## src/rtl/wer_pkg.sv

```systemverilog
package wer_pkg;
  localparam int unsigned DLY_W    = 3;
  localparam int unsigned MODE_W   = 3;
  localparam int unsigned REG_W    = 32;
  localparam int unsigned LOCK_BIT = 0;
  localparam int unsigned MODE_LSB = 1;
  localparam int unsigned STAT_BIT = 4;
  localparam int unsigned DLY_LSB  = 5;
  localparam int unsigned CLR_BIT  = 9;

  typedef enum logic [MODE_W-1:0] {
    MODE_OFF      = 3'b000,
    MODE_LRST     = 3'b010,
    MODE_NMI      = 3'b011,
    MODE_NMI_LRST = 3'b100,
    MODE_DEVRST   = 3'b101
  } mode_e;

  localparam logic [DLY_W-1:0] DLY_RST = 3'b100;
endpackage

```

## src/rtl/wer_tick_gen.sv

```systemverilog
module wer_tick_gen #(
  parameter int unsigned DIV_RATIO = 6
) (
  input  logic clk_i,
  input  logic rst_ni,
  input  logic start_i,
  input  logic run_i,
  output logic tick_o
);
  localparam int unsigned CW = (DIV_RATIO > 2) ? $clog2(DIV_RATIO) : 1;
  localparam logic [CW-1:0] LAST = CW'(DIV_RATIO - 1);

  logic [CW-1:0] cnt_q;

  // phase restarts on every wait start so the gap is exact
  always_ff @(posedge clk_i or negedge rst_ni) begin
    if (!rst_ni)          cnt_q <= '0;
    else if (start_i)     cnt_q <= '0;
    else if (run_i)       cnt_q <= (cnt_q == LAST) ? '0 : cnt_q + 1'b1;
  end

  assign tick_o = run_i && !start_i && (cnt_q == LAST);
endmodule

```

## src/rtl/wer_ctrl_reg.sv

```systemverilog
module wer_ctrl_reg
  import wer_pkg::*;
(
  input  logic                 clk_i,
  input  logic                 rst_ni,
  input  logic                 lock_release_i,
  input  logic                 wd_event_i,
  input  logic                 wr_en_i,
  input  logic [REG_W-1:0]     wdata_i,
  output logic [MODE_W-1:0]    mode_o,
  output logic [DLY_W-1:0]     dly_o,
  output logic [REG_W-1:0]     rdata_o
);
  logic              lock_q, stat_q;
  logic [MODE_W-1:0] mode_q;
  logic [DLY_W-1:0]  dly_q;
  logic              cfg_we, clr_req;
  logic              unused_wdata;

  assign unused_wdata = ^{wdata_i[REG_W-1:CLR_BIT+1], wdata_i[CLR_BIT-1]};
  assign cfg_we  = wr_en_i && !lock_q;
  assign clr_req = wr_en_i && wdata_i[CLR_BIT];

  always_ff @(posedge clk_i or negedge rst_ni) begin
    if (!rst_ni) begin
      mode_q <= MODE_OFF;
      dly_q  <= DLY_RST;
    end else if (cfg_we) begin
      mode_q <= wdata_i[MODE_LSB +: MODE_W];
      dly_q  <= wdata_i[DLY_LSB +: DLY_W];
    end
  end

  always_ff @(posedge clk_i or negedge rst_ni) begin
    if (!rst_ni)             lock_q <= 1'b0;
    else if (lock_release_i) lock_q <= 1'b0;
    else if (cfg_we)         lock_q <= wdata_i[LOCK_BIT];
  end

  // new event beats a simultaneous clear
  always_ff @(posedge clk_i or negedge rst_ni) begin
    if (!rst_ni)         stat_q <= 1'b0;
    else if (wd_event_i) stat_q <= 1'b1;
    else if (clr_req)    stat_q <= 1'b0;
  end

  always_comb begin
    rdata_o                       = '0;
    rdata_o[LOCK_BIT]             = lock_q;
    rdata_o[MODE_LSB +: MODE_W]   = mode_q;
    rdata_o[STAT_BIT]             = stat_q;
    rdata_o[DLY_LSB +: DLY_W]     = dly_q;
  end

  assign mode_o = mode_q;
  assign dly_o  = dly_q;
endmodule

```

## src/rtl/wer_action_seq.sv

```systemverilog
module wer_action_seq
  import wer_pkg::*;
#(
  parameter int unsigned BASE_SHIFT = 8
) (
  input  logic              clk_i,
  input  logic              rst_ni,
  input  logic              wd_event_i,
  input  logic [MODE_W-1:0] mode_i,
  input  logic [DLY_W-1:0]  dly_i,
  input  logic              tick_i,
  output logic              start_o,
  output logic              pending_o,
  output logic              local_rst_o,
  output logic              nmi_o,
  output logic              dev_rst_o
);
  localparam int unsigned CNT_W = BASE_SHIFT + (1 << DLY_W);

  logic             pending_q, accept;
  logic [CNT_W-1:0] remain_q;
  logic             lrst_q, nmi_q, dev_q;

  assign accept  = wd_event_i && !pending_q;
  assign start_o = accept && (mode_i == MODE_NMI_LRST);

  always_ff @(posedge clk_i or negedge rst_ni) begin
    if (!rst_ni) begin
      pending_q <= 1'b0;
      remain_q  <= '0;
      lrst_q    <= 1'b0;
      nmi_q     <= 1'b0;
      dev_q     <= 1'b0;
    end else begin
      lrst_q <= 1'b0;
      nmi_q  <= 1'b0;
      dev_q  <= 1'b0;
      if (accept) begin
        unique case (mode_i)
          MODE_LRST:   lrst_q <= 1'b1;
          MODE_NMI:    nmi_q  <= 1'b1;
          MODE_DEVRST: dev_q  <= 1'b1;
          MODE_NMI_LRST: begin
            nmi_q     <= 1'b1;
            pending_q <= 1'b1;
            remain_q  <= CNT_W'(1) << (BASE_SHIFT + 32'(dly_i));
          end
          default: ;
        endcase
      end else if (pending_q && tick_i) begin
        if (remain_q == CNT_W'(1)) begin
          lrst_q    <= 1'b1;
          pending_q <= 1'b0;
        end
        remain_q <= remain_q - 1'b1;
      end
    end
  end

  assign pending_o   = pending_q;
  assign local_rst_o = lrst_q;
  assign nmi_o       = nmi_q;
  assign dev_rst_o   = dev_q;
endmodule

```

## src/rtl/wdt_evt_router.sv

```systemverilog
module wdt_evt_router
  import wer_pkg::*;
#(
  parameter int unsigned DIV_RATIO  = 6,
  parameter int unsigned BASE_SHIFT = 8
) (
  input  logic        clk_i,
  input  logic        rst_ni,
  input  logic        lock_release_i,
  input  logic        wd_event_i,
  input  logic        wr_en_i,
  input  logic [31:0] wdata_i,
  output logic [31:0] rdata_o,
  output logic        local_rst_o,
  output logic        nmi_o,
  output logic        dev_rst_o
);
  logic [MODE_W-1:0] mode;
  logic [DLY_W-1:0]  dly;
  logic              tick, start, pending;

  wer_ctrl_reg u_reg (
    .clk_i, .rst_ni, .lock_release_i, .wd_event_i, .wr_en_i, .wdata_i,
    .mode_o (mode),
    .dly_o  (dly),
    .rdata_o
  );

  wer_tick_gen #(.DIV_RATIO(DIV_RATIO)) u_tick (
    .clk_i, .rst_ni,
    .start_i (start),
    .run_i   (pending),
    .tick_o  (tick)
  );

  wer_action_seq #(.BASE_SHIFT(BASE_SHIFT)) u_seq (
    .clk_i, .rst_ni, .wd_event_i,
    .mode_i      (mode),
    .dly_i       (dly),
    .tick_i      (tick),
    .start_o     (start),
    .pending_o   (pending),
    .local_rst_o, .nmi_o, .dev_rst_o
  );
endmodule

```

## config.mk

```make
export PLATFORM = sky130hd
export DESIGN_NAME = wdt_evt_router
export DESIGN_NICKNAME = d
export VERILOG_FILES = /design/src/rtl/wer_pkg.sv /design/src/rtl/wer_tick_gen.sv /design/src/rtl/wer_ctrl_reg.sv /design/src/rtl/wer_action_seq.sv /design/src/rtl/wdt_evt_router.sv
export SDC_FILE = /design/constraint.sdc
export NUM_CORES = 1
export LEC_CHECK = 0
export ABC_AREA = 1
export CAP_MARGIN = 40
export CORE_ASPECT_RATIO = 1.1
export CORE_MARGIN = 2
export CORE_UTILIZATION = 30
export CTS_CLUSTER_SIZE = 28
export DETAILED_ROUTE_END_ITERATION = 10
export PLACE_DENSITY_LB_ADDON = 0.12
export RECOVER_POWER = 50
export SYNTH_ARGS = -nofsm -noshare
export SYNTH_HDL_FRONTEND = slang
export SYNTH_SLANG_ARGS = --single-unit
export TNS_END_PERCENT = 20
```

## constraint.sdc

```tcl
create_clock -name clk_i -period 1.3 [get_ports clk_i]
set_input_delay 0.39 -clock clk_i [delete_from_list [all_inputs] [get_ports clk_i]]
set_output_delay 0.39 -clock clk_i [all_outputs]
set_load 0.005 [all_outputs]
```

==> impl_metrics.csv <==
group,metric,value,unit
placed_design,dpl.hpwl,3.46,mm
cts,hold_buffers,0,
yosys,synth-async-reset-ratio,1.00,
yosys,synth-seq-cells,31,
cts,cts_sinks,31,
drt,vias,1744,
cts,cts-root-buf,"clkbuf_8",
drt,drt_pass1_iterations,4,
cts,ctsHtreeMaxLevel,2,
global_route,grt-ovfl-total,0,
yosys,yosysSeqAreaShare,0.400,
cts,clk_latency,0.28,ns
cts,cts.path.max_buffers,2,
drt,drc_errors,0,
global_route,grt_antenna_before_repair,0,
sta,timing.final.crit_share,1.07,
global_route,grt_pass1_vias,1595,
yosys,yosysWarnings,0,
critical_path,cp.arrival,1.56,ns
drt,via_per_inst,4.34,
power_and_ir_drop,power_density,1320,nW/um^2
floorplanning,core.rowCount,30,
cts,numCtsBuffers,5,
run,cap_violations,0,
drt,wl_per_cell,11.4,um
sta,slew_violations,0,
layout,n_antenna_cell,0,
sta,postLayoutSetupSlackWorst,-0.0885,ns
sta,setup_viol,6,
cts,clkTransAtPathRegs,0.07,ns
layout,drive_gt1_frac,0.239,
placed_design,placed_cell_area,2400,um^2
min_path,hold_class,"input port to flop",
outcome,violations,"negative setup slack",
yosys,synth_cell_types,31,
drt,antenna_left,0,
yosys,syn_inst,259,
power_and_ir_drop,clockPowerShare,0.247,
cts,cts_tree,"built",
power_and_ir_drop,p_sw_frac,0.346,
sta,fmax,0.720,GHz
sta,hold_viol,0,
power_and_ir_drop,leakage,1.28,nW
placed_design,pre_cts_ws,-0.441,ns
critical_path,cp-start-kind,"flop",
yosys,syn_area_per_cell,7.49,um^2
sta,slew_headroom,0.514,
drt,drt-initial-drc-count,55,
sta,fin_crit,1.39,ns
drt,wl,4.59,mm
critical_path,crit_required,1.47,ns
floorplanning,pin_count,72,
global_route,track_usage,0.135,
layout,syn2layout_area_growth,33.2,%
critical_path,path_class,"flop to flop",
floorplanning,chipHeight,88.4,um
yosys,synth_flop_cell,"dfrtp_1",
floorplanning,core_region_area,6230,um^2
yosys,synth_area,1940,um^2
placed_design,io_buffer_count,23,
power_and_ir_drop,power_switching,1.18,mW
sta,rsz0062_at_grt,"true",
floorplanning,die_area,7130,um^2
layout,stdcell_area,2580,um^2
power_and_ir_drop,comb_power_share,0.372,
sta,worst_pin_slew,0.729,ns
outcome,status,"complete, but fails checks",
floorplanning,initial_core_util,0.311,
placed_design,gp_congestion,0.835,
global_route,grt_max_degree,32,
critical_path,crit_path_end_kind,"flop",
global_route,grt_pass1_wl,7.33,mm
yosys,synth-edff-count,0,
floorplanning,dieWidth,80.7,um
power_and_ir_drop,vdd_drop_max,0.550,mV
critical_path,critPathMaxFanout,8,
power_and_ir_drop,seqPwrFrac,0.381,
power_and_ir_drop,intPower,2.23,mW
sta,fin_skew,0.00565,ns
layout,layout.nets,360,
## per-layer routing
metal	GRT usage	share of wire	vias to the layer above
met5	0	0	-
met4	0.0416	0.012	0
met3	0.0296	0.042	5
met2	0.223	0.49	40
met1	0.179	0.45	798
li1	-	-	901
## cells in the mapped netlist, types with 2 or more instances
library cell	n	area share
a21oi_1	12	0.031
buf_4	26	0.10
dfrtp_1	30	0.39
ha_1	2	0.013
inv_1	29	0.056
inv_2	2	0.0039
mux2_2	2	0.012
nand2_1	52	0.10
nand3_1	17	0.044
nand4_1	5	0.016
nor2_1	46	0.089
nor2_4	2	0.012
o211ai_1	2	0.0077
o21ai_0	8	0.021
o21ai_1	7	0.018
o22ai_1	2	0.0064
## metrics by stage
stage	hold WS (ns)	instances	setup TNS, ns	util	power (mW)
after global placement	0.476	390	-8.82	0.385	2.47
after global routing	0.482	402	-1.55	0.415	3.66
after detailed placement	0.457	390	-8.96	0.385	2.47
after floorplan	0.0944	282	-0.0497	-	1.95
after CTS	0.448	400	-0.726	0.407	3.36
final	0.454	402	-0.385	0.415	3.41
## flip-flops by register name (all words and copies together), names as in the netlist
name and count:
u_reg.dly_o 3, u_reg.lock_q 1, u_reg.mode_o 3, u_reg.stat_q 1
u_seq.dev_rst_o 1, u_seq.local_rst_o 1, u_seq.nmi_o 1, u_seq.pending_o 1
u_seq.remain_q 16, u_tick.cnt_q 3
## power groups by stage
stage               registers [mW]  logic (mW)  clock network [mW]
finish                        1.30        1.27               0.841
global route                  1.32        1.43               0.914
CTS                           1.29        1.20               0.873
detailed placement            1.32        1.15                   0
global placement              1.32        1.15                   0
floorplan                     1.29       0.655                   0
## area by class of cell
type / count / area (um^2)
clock buffers: 8 / 100
fillers: 682 / 3650
inverters: 31 / 116
multi-input cells: 191 / 971
flip-flops and latches: 31 / 778
well taps: 80 / 100
repair buffers: 61 / 519
## placed cells by master, fill, tap and decap left out, types with 2 or more instances in the layout
cell type        synthesis  layout
nand2_1                 52      49
clkbuf_8                 0       7
nand3_4                  1       2
a21oi_1                 12      11
clkdlybuf4s50_1          0      11
dfrtp_1                 30      29
inv_1                   29      25
o21ai_1                  7       8
inv_2                    2       6
o21ai_0                  8       7
mux2_2                   2       2
nand2_4                  1       2
conb_1                   1      24
nor2_2                   0       3
nand3_1                 17      15
nand2_2                  1       3
nor2_4                   2       4
buf_6                    1       4
nor2_1                  46      41
o211ai_1                 2       2
nand3_2                  1       2
nand4_1                  5       5
clkdlybuf4s15_1          0       9
o22ai_1                  2       2
buf_4                   26      34
## critical path, stage by stage (launching register included)
cell and delay, ns:
dfrtp_1 0.39, inv_2 0.09, ha_4 0.15, nand3_4 0.09, nor2_4 0.24, buf_4 0.15
nand2_1 0.04, nand4_1 0.07, o21ai_1 0.06
## what timing repair did
action / CTS / global route
pin swaps: 5 / 9
resized for setup: 34 / 17
buffers inserted: 2 / 2
setup endpoints to repair: 30 / 23
## cells by family (layout without fill, tap and decap cells)
family	Yosys count	after routing	share of synthesized area
muxes	2	2	0.0116
other	1	24	0.00193
DFF	31	31	0.400
and+or+nand+nor	130	130	0.302
buffers and inverters	60	100	0.179
adders and majority gates	2	2	0.0129
AOI/OAI and AO/OA	33	33	0.0922
## path summary, 6_finish.rpt
path                            depth (start not counted)                 to  slack (ns)              start
worst max-delay path                                    8  u_seq.remain_q[6]       -0.09  u_seq.remain_q[0]
worst min register to register                          2       u_reg.stat_q        0.48       u_reg.stat_q
min in group asynchronous                               2  u_seq.remain_q[5]        0.64             rst_ni
max in group asynchronous                               2    u_seq.pending_o        0.15             rst_ni
worst min-delay path                                    3       u_reg.stat_q        0.45         wd_event_i
worst max register to register                          8  u_seq.remain_q[6]       -0.09  u_seq.remain_q[0]
No activity file was read; power rests on OpenSTA's default activity.
